`src/rtl/bitsrch_pkg.sv`:
```
// Package: shared operation codes and controller state encoding.
// Assumes: the code values match the program packing used by every stage.
package bitsrch_pkg;

    typedef enum logic [1:0] {
        OP_PASS = 2'd0,
        OP_INV  = 2'd1,
        OP_SHL  = 2'd2,
        OP_SHR  = 2'd3
    } op_t;

    typedef enum logic {
        ST_IDLE = 1'b0,
        ST_RUN  = 1'b1
    } srch_state_t;

endpackage

```
`src/rtl/bitop_stage.sv`:
```
// Module: bitop_stage
// Applies one operation, selected by a 2-bit code, to a word.
// Assumes: WIDTH >= 2, purely combinational.
module bitop_stage
    import bitsrch_pkg::*;
#(
    parameter int WIDTH = 5
) (
    input  logic [WIDTH-1:0] din,
    input  logic [1:0]       op,
    output logic [WIDTH-1:0] dout
);

    op_t op_e;
    assign op_e = op_t'(op);

    // Select the transformed word for this stage.
    always_comb begin
        unique case (op_e)
            OP_PASS: dout = din;
            OP_INV:  dout = ~din;
            OP_SHL:  dout = {din[WIDTH-2:0], 1'b0};
            OP_SHR:  dout = {1'b0, din[WIDTH-1:1]};
            default: dout = din;
        endcase
    end

    // Check fill bits of the shifts against the input side.
    always_comb begin
        if (op_e == OP_SHL) begin
            AST_SHL_FILL: assert (dout[0] == 1'b0 && dout[WIDTH-1] == din[WIDTH-2]) else $error("shl fill");
        end
        if (op_e == OP_SHR) begin
            AST_SHR_FILL: assert (dout[WIDTH-1] == 1'b0 && dout[0] == din[1]) else $error("shr fill");
        end
        if (op_e == OP_INV) begin
            AST_INV_BITS: assert ((dout ^ din) == {WIDTH{1'b1}}) else $error("inv");
        end
    end

endmodule

```
`src/rtl/bitop_chain.sv`:
```
// Module: bitop_chain
// Chains DEPTH operation stages. Stage i reads program bits [2i+1:2i],
// and stage 0 sees the source word first.
// Assumes: program stays stable for the cycle the result is used.
module bitop_chain #(
    parameter int WIDTH = 5,
    parameter int DEPTH = 4,
    localparam int PW   = 2 * DEPTH
) (
    input  logic [WIDTH-1:0] src,
    input  logic [PW-1:0]    program_word,
    output logic [WIDTH-1:0] result
);

    logic [WIDTH-1:0] link [DEPTH+1];

    assign link[0] = src;

    for (genvar g = 0; g < DEPTH; g++) begin : g_stage
        bitop_stage #(
            .WIDTH(WIDTH)
        ) u_stage (
            .din  (link[g]),
            .op   (program_word[2*g+1:2*g]),
            .dout (link[g+1])
        );
    end

    assign result = link[DEPTH];

endmodule

```
`src/rtl/srch_ctrl.sv`:
```
// Module: srch_ctrl
// Search controller: captures operands on start, steps the candidate
// counter one per clock, and stops on the first hit or after the last
// candidate. Starts are ignored while running.
// Assumes: hit is the combinational compare for the current candidate.
module srch_ctrl
    import bitsrch_pkg::*;
#(
    parameter int WIDTH = 5,
    parameter int DEPTH = 4,
    localparam int PW   = 2 * DEPTH
) (
    input  logic             clk,
    input  logic             rst_n,
    input  logic             start,
    input  logic [WIDTH-1:0] src_word,
    input  logic [WIDTH-1:0] goal_word,
    input  logic             hit,
    output logic [WIDTH-1:0] src_q,
    output logic [WIDTH-1:0] goal_q,
    output logic [PW-1:0]    cand_q,
    output logic             busy,
    output logic             done,
    output logic             found
);

    srch_state_t state_q;
    logic        accept;
    logic        last_cand;

    assign busy      = (state_q == ST_RUN);
    assign accept    = (state_q == ST_IDLE) && start;
    assign last_cand = &cand_q;

    // State register: idle until an accepted start, run until hit or exhaustion.
    always_ff @(posedge clk) begin
        if (!rst_n) begin
            state_q <= ST_IDLE;
        end else if (accept) begin
            state_q <= ST_RUN;
        end else if (busy && (hit || last_cand)) begin
            state_q <= ST_IDLE;
        end
    end

    // Operand capture on an accepted start only.
    always_ff @(posedge clk) begin
        if (!rst_n) begin
            src_q  <= '0;
            goal_q <= '0;
        end else if (accept) begin
            src_q  <= src_word;
            goal_q <= goal_word;
        end
    end

    // Candidate counter: cleared on start, advanced while no hit and not last.
    always_ff @(posedge clk) begin
        if (!rst_n) begin
            cand_q <= '0;
        end else if (accept) begin
            cand_q <= '0;
        end else if (busy && !hit && !last_cand) begin
            cand_q <= cand_q + 1'b1;
        end
    end

    // Result flags: cleared on start, set at the end of a search.
    always_ff @(posedge clk) begin
        if (!rst_n) begin
            done  <= 1'b0;
            found <= 1'b0;
        end else if (accept) begin
            done  <= 1'b0;
            found <= 1'b0;
        end else if (busy && hit) begin
            done  <= 1'b1;
            found <= 1'b1;
        end else if (busy && last_cand) begin
            done  <= 1'b1;
            found <= 1'b0;
        end
    end

    AST_FOUND_IMPLIES_DONE: assert property (@(posedge clk) disable iff (!rst_n)
        found |-> done) else $error("found without done");

    AST_STEP_ONE: assert property (@(posedge clk) disable iff (!rst_n)
        (busy && !hit && !last_cand) |=> (busy && cand_q == $past(cand_q) + 1'b1)) else $error("step");

    AST_HIT_STOPS: assert property (@(posedge clk) disable iff (!rst_n)
        (busy && hit) |=> (done && found && !busy && cand_q == $past(cand_q))) else $error("hit stop");

    AST_EXHAUST_FAIL: assert property (@(posedge clk) disable iff (!rst_n)
        (busy && !hit && last_cand) |=> (done && !found && !busy)) else $error("exhaust");

    AST_START_IGNORED: assert property (@(posedge clk) disable iff (!rst_n)
        (busy && start) |=> ($stable(src_q) && $stable(goal_q))) else $error("start ignored");

    AST_RESULT_HOLD: assert property (@(posedge clk) disable iff (!rst_n)
        (!busy && done && !start) |=> ($stable(done) && $stable(found) && $stable(cand_q))) else $error("hold");

    AST_RUN_NOT_DONE: assert property (@(posedge clk) disable iff (!rst_n)
        busy |-> !done) else $error("done while running");

endmodule

```
`src/rtl/bitprog_search.sv`:
```
// Module: bitprog_search (top)
// Searches every packed program of DEPTH bit operations in ascending
// order for the first one that maps the captured source to the goal.
// Assumes: synchronous active-low reset, single clock domain.
module bitprog_search #(
    parameter int WIDTH = 5,
    parameter int DEPTH = 4,
    localparam int PW   = 2 * DEPTH
) (
    input  logic             clk,
    input  logic             rst_n,
    input  logic             start,
    input  logic [WIDTH-1:0] src_word,
    input  logic [WIDTH-1:0] goal_word,
    output logic             done,
    output logic             found,
    output logic [PW-1:0]    prog
);

    logic [WIDTH-1:0] src_q;
    logic [WIDTH-1:0] goal_q;
    logic [PW-1:0]    cand_q;
    logic [WIDTH-1:0] chain_out;
    logic             hit;
    logic             busy;

    bitop_chain #(
        .WIDTH(WIDTH),
        .DEPTH(DEPTH)
    ) u_chain (
        .src          (src_q),
        .program_word (cand_q),
        .result       (chain_out)
    );

    // Full-word equality between the chain result and the goal.
    assign hit = (chain_out == goal_q);

    srch_ctrl #(
        .WIDTH(WIDTH),
        .DEPTH(DEPTH)
    ) u_ctrl (
        .clk       (clk),
        .rst_n     (rst_n),
        .start     (start),
        .src_word  (src_word),
        .goal_word (goal_word),
        .hit       (hit),
        .src_q     (src_q),
        .goal_q    (goal_q),
        .cand_q    (cand_q),
        .busy      (busy),
        .done      (done),
        .found     (found)
    );

    assign prog = cand_q;

    AST_FOUND_MEANS_MATCH: assert property (@(posedge clk) disable iff (!rst_n)
        (found && !busy) |-> (chain_out == goal_q)) else $error("found but no match");

endmodule

```
`config.mk`:
```
export PLATFORM = sky130hd
export DESIGN_NAME = bitprog_search
export DESIGN_NICKNAME = d
export VERILOG_FILES = /design/src/rtl/bitsrch_pkg.sv /design/src/rtl/bitop_stage.sv /design/src/rtl/bitop_chain.sv /design/src/rtl/srch_ctrl.sv /design/src/rtl/bitprog_search.sv
export SDC_FILE = /design/constraint.sdc
export NUM_CORES = 1
export LEC_CHECK = 0
export ABC_AREA = 1
export BUFFER_PORTS_ARGS = -buffer_cell sky130_fd_sc_hd__buf_2
export CORE_AREA = 2 2 59 61
export DETAILED_ROUTE_END_ITERATION = 6
export DIE_AREA = 0 0 61 63
export PLACE_DENSITY = 0.74
export SKIP_CTS_REPAIR_TIMING = 1
export SYNTH_ARGS = -nofsm -noshare
export SYNTH_HDL_FRONTEND = slang
export SYNTH_SLANG_ARGS = --single-unit
```
`constraint.sdc`:
```
create_clock -name clk -period 2.62 [get_ports clk]
set_input_delay 0.262 -clock clk [delete_from_list [all_inputs] [get_ports clk]]
set_output_delay 0.262 -clock clk [all_outputs]
set_load 0.05 [all_outputs]
```
==> results.sh <==
export IMPL_synth_cell_types=23
export IMPL_syn2layout_area_growth_pct=23.10
export IMPL_layout_setup_ws_ps=-23.63
export IMPL_grt_pass1_wl_um=6920
export IMPL_diodes=0
export IMPL_synth_main_ff_cell="dfxtp_1"
export IMPL_drv_cap=0
export IMPL_cts_sinks=21
export IMPL_fin_skew_ps=3.375
export IMPL_status="complete, but fails checks"
export IMPL_min_path_cells=3
export IMPL_start_util=0.5447
export IMPL_crit_path_frequent_cell="nand3_2"
export IMPL_grt_overflow=0
export IMPL_syn_avg_cell_area_um2=5.908
export IMPL_max_freq_ghz=0.3783
export IMPL_synth_top_cell_by_area="dfxtp_1"
export IMPL_rsz0062_at_grt="yes"
export IMPL_vias=1911
export IMPL_multiInputGateArea_mm2=0.001325
export IMPL_io_buffers=22
export IMPL_core_area_mm2=0.003232
export IMPL_clockBufferDepth=2
export IMPL_power_static_leakage_nw=1.032
export IMPL_r2r_slack_ps=-20
export IMPL_grt_pass1_vias=1620
export IMPL_cp_slowest_cell="dfxtp_4"
export IMPL_total_power_w=0.0009739
export IMPL_crit_path_max_incr_delay_ps=410
export IMPL_die_w_um=61
export IMPL_htreeDepth=1
export IMPL_vdd_drop_max_v=0.0005049
export IMPL_synth_most_common_cell="nand2_1"
export IMPL_criticalPathCategory="reg2reg"
export IMPL_crit_chain="clkinvlp_4 -> ha_4 -> inv_4 -> nand4_1 -> nand3_1 -> nand2_1 -> inv_1 -> nand2_2 -> nand3_2 -> nand3_2 -> o21ai_1 -> nand3_2 -> nand3_2 -> nand2_2 -> nor2_4 -> nand3_4 -> nand3_4 -> nand2_2 -> a21oi_2"
export IMPL_min_path_type="in2reg"
export IMPL_groute_usage_overall=0.2302
export IMPL_ys_seq_area_frac=0.2388
export IMPL_worst_pin_slew_ps=481.4
export IMPL_finalHoldViolCount=0
export IMPL_boundaryPins=23
export IMPL_arrival_ps=2880
export IMPL_grt_max_degree=21
export IMPL_cts_tree="done"
export IMPL_core_rowCount=21
export IMPL_synth_nets=315
export IMPL_period_needed_ps=2644
export IMPL_violations="negative setup slack"
export IMPL_via_per_inst=5.137
export IMPL_crit_fanout=7
export IMPL_antenna_found_initial=0
export IMPL_slew_viol_final=0
export IMPL_synth_edff_count=0
export IMPL_gp_congestion=0.9694
export IMPL_slew_headroom=0.6783
export IMPL_drc=0
export IMPL_clk_pin_slew_ps=110
export IMPL_die_h_um=63
export IMPL_powerDensity_mw_per_mm2=449.4
export IMPL_fillers=303
export IMPL_crit_path_end_kind="flip-flop"
export IMPL_pre_cts_ws_ps=-45.13
export IMPL_worst_setup_path_start_kind="flip-flop"
export IMPL_period_share=1.009
export IMPL_nets=344
export IMPL_dp_hpwl_um=3097
export IMPL_critical_path_top_delay_family="simple AND/OR/NAND/NOR gates"
export IMPL_dieArea_mm2=0.003843
export IMPL_final_layout_size_suffix_gt1_frac=0.2914
export IMPL_asyncSetResetFlopFracSynth=0
export IMPL_synthTopCellsByCount="97 x nand2_1, 39 x inv_1, 33 x nand3_1"
export IMPL_cts_buffers=3
export IMPL_critPathBufInv=3
export IMPL_routed_wl_um=4433
export IMPL_drtAntennaViolNets=0
export IMPL_netlist_area_mm2=0.001760
export IMPL_setup_viol=8
export IMPL_synth_cells=298
export IMPL_wl_per_cell_um=11.92
export IMPL_path_depth=19
export IMPL_synth_seq_cells=21
export IMPL_root_buffer="clkbuf_4"
export IMPL_yosysWarningCount=0
export IMPL_firstDrtPassIters=4
export IMPL_synth_top_area_share=0.2388
export IMPL_clock_latency_ps=300
export IMPL_regArea_um2=427.9
export IMPL_synthTopCellsByArea="dfxtp_1 24%, nand2_1 21%, nand3_1 9.4%"
export IMPL_required_ps=2860
export IMPL_drtIter0Drc=102
export IMPL_r2r_cells=19
==> kinds of logic (layout without fill, tap and decap cells) <==
logic type               after synthesis  after routing  synth area share
adder cells (fa/ha/maj)                4              4           0.02843
AO/OA/AOI/OAI                         39             39            0.1244
buffers and inverters                 51             77            0.1116
flip-flops                            21             21            0.2388
XOR/XNOR                               6              6           0.02985
AND/OR/NAND/NOR                      177            179            0.4670
==> where the power goes <==
group	leakage [nW]	internal (W)	total, W	switching, W
clock network	0.0150	0.0000594	0.000155	0.0000953
registers	0.174	0.000340	0.000363	0.0000230
logic	0.843	0.000166	0.000456	0.000290
==> flip-flops by register name (all words and copies together) (netlist names) <==
| signal | cells |
|---|---|
| u_ctrl.busy | 1 |
| u_ctrl.cand_q | 8 |
| u_ctrl.done | 1 |
| u_ctrl.found | 1 |
| u_ctrl.goal_q | 5 |
| u_ctrl.src_q | 5 |
==> path summary, 6_finish.rpt <==
kind	from	endpoint
min	goal_word[0]	u_ctrl.goal_q[0]
max reg2reg	u_ctrl.cand_q[0]	u_ctrl.cand_q[0]
min reg2reg	u_ctrl.goal_q[2]	u_ctrl.goal_q[2]
max	u_ctrl.cand_q[0]	u_ctrl.cand_q[0]
==> tightest hold or removal path: cells and delay by family <==
kind,cells,cell delay (ps)
AND/OR/NAND/NOR,1,70
buffers and inverters,1,70
AO/OA/AOI/OAI,1,70
==> cell type report <==
class                      count  share of cell area
clock buffer                   4             0.01212
inverter                      45             0.08083
multi-input combinational    228              0.6114
sequential                    21              0.1975
tap                           46             0.02656
timing repair buffer          28             0.07159
==> layout by cell type, fill, tap and decap left out, types with 7 or more instances in the layout <==
| master | count |
|---|---|
| dfxtp_1 | 19 |
| nand3_1 | 28 |
| inv_1 | 37 |
| nand2_1 | 84 |
| buf_2 | 22 |
| nand3_2 | 9 |
| a21oi_2 | 7 |
| a21oi_1 | 13 |
| o21ai_0 | 11 |
| nand4_1 | 10 |
| nor2_1 | 16 |
| nand2_2 | 19 |
==> per-stage QoR <==
step	setup TNS [ps]	instances	area, um^2	hold WS (ps)	util
after floorplan	0	298	1763	393.5	-
after global placement	-6.385	362	1918	459.9	0.5935
after detailed placement	-253.2	362	1918	467.9	0.5935
after CTS	-634.4	366	1944	202.9	0.6016
after global routing	-2552	372	2167	225.4	0.6705
final	-60.35	372	2167	202.3	0.6705
==> layer usage <==
metal / global-route usage / vias up / share of wire
li1: - / 1018 / -
met1: 0.3553 / 852 / 0.50
met2: 0.3320 / 35 / 0.46
met3: 0.01242 / 6 / 0.025
met4: 0.08152 / 0 / 0.018
met5: 0 / - / 0
No activity file was read; power rests on OpenSTA's default activity.
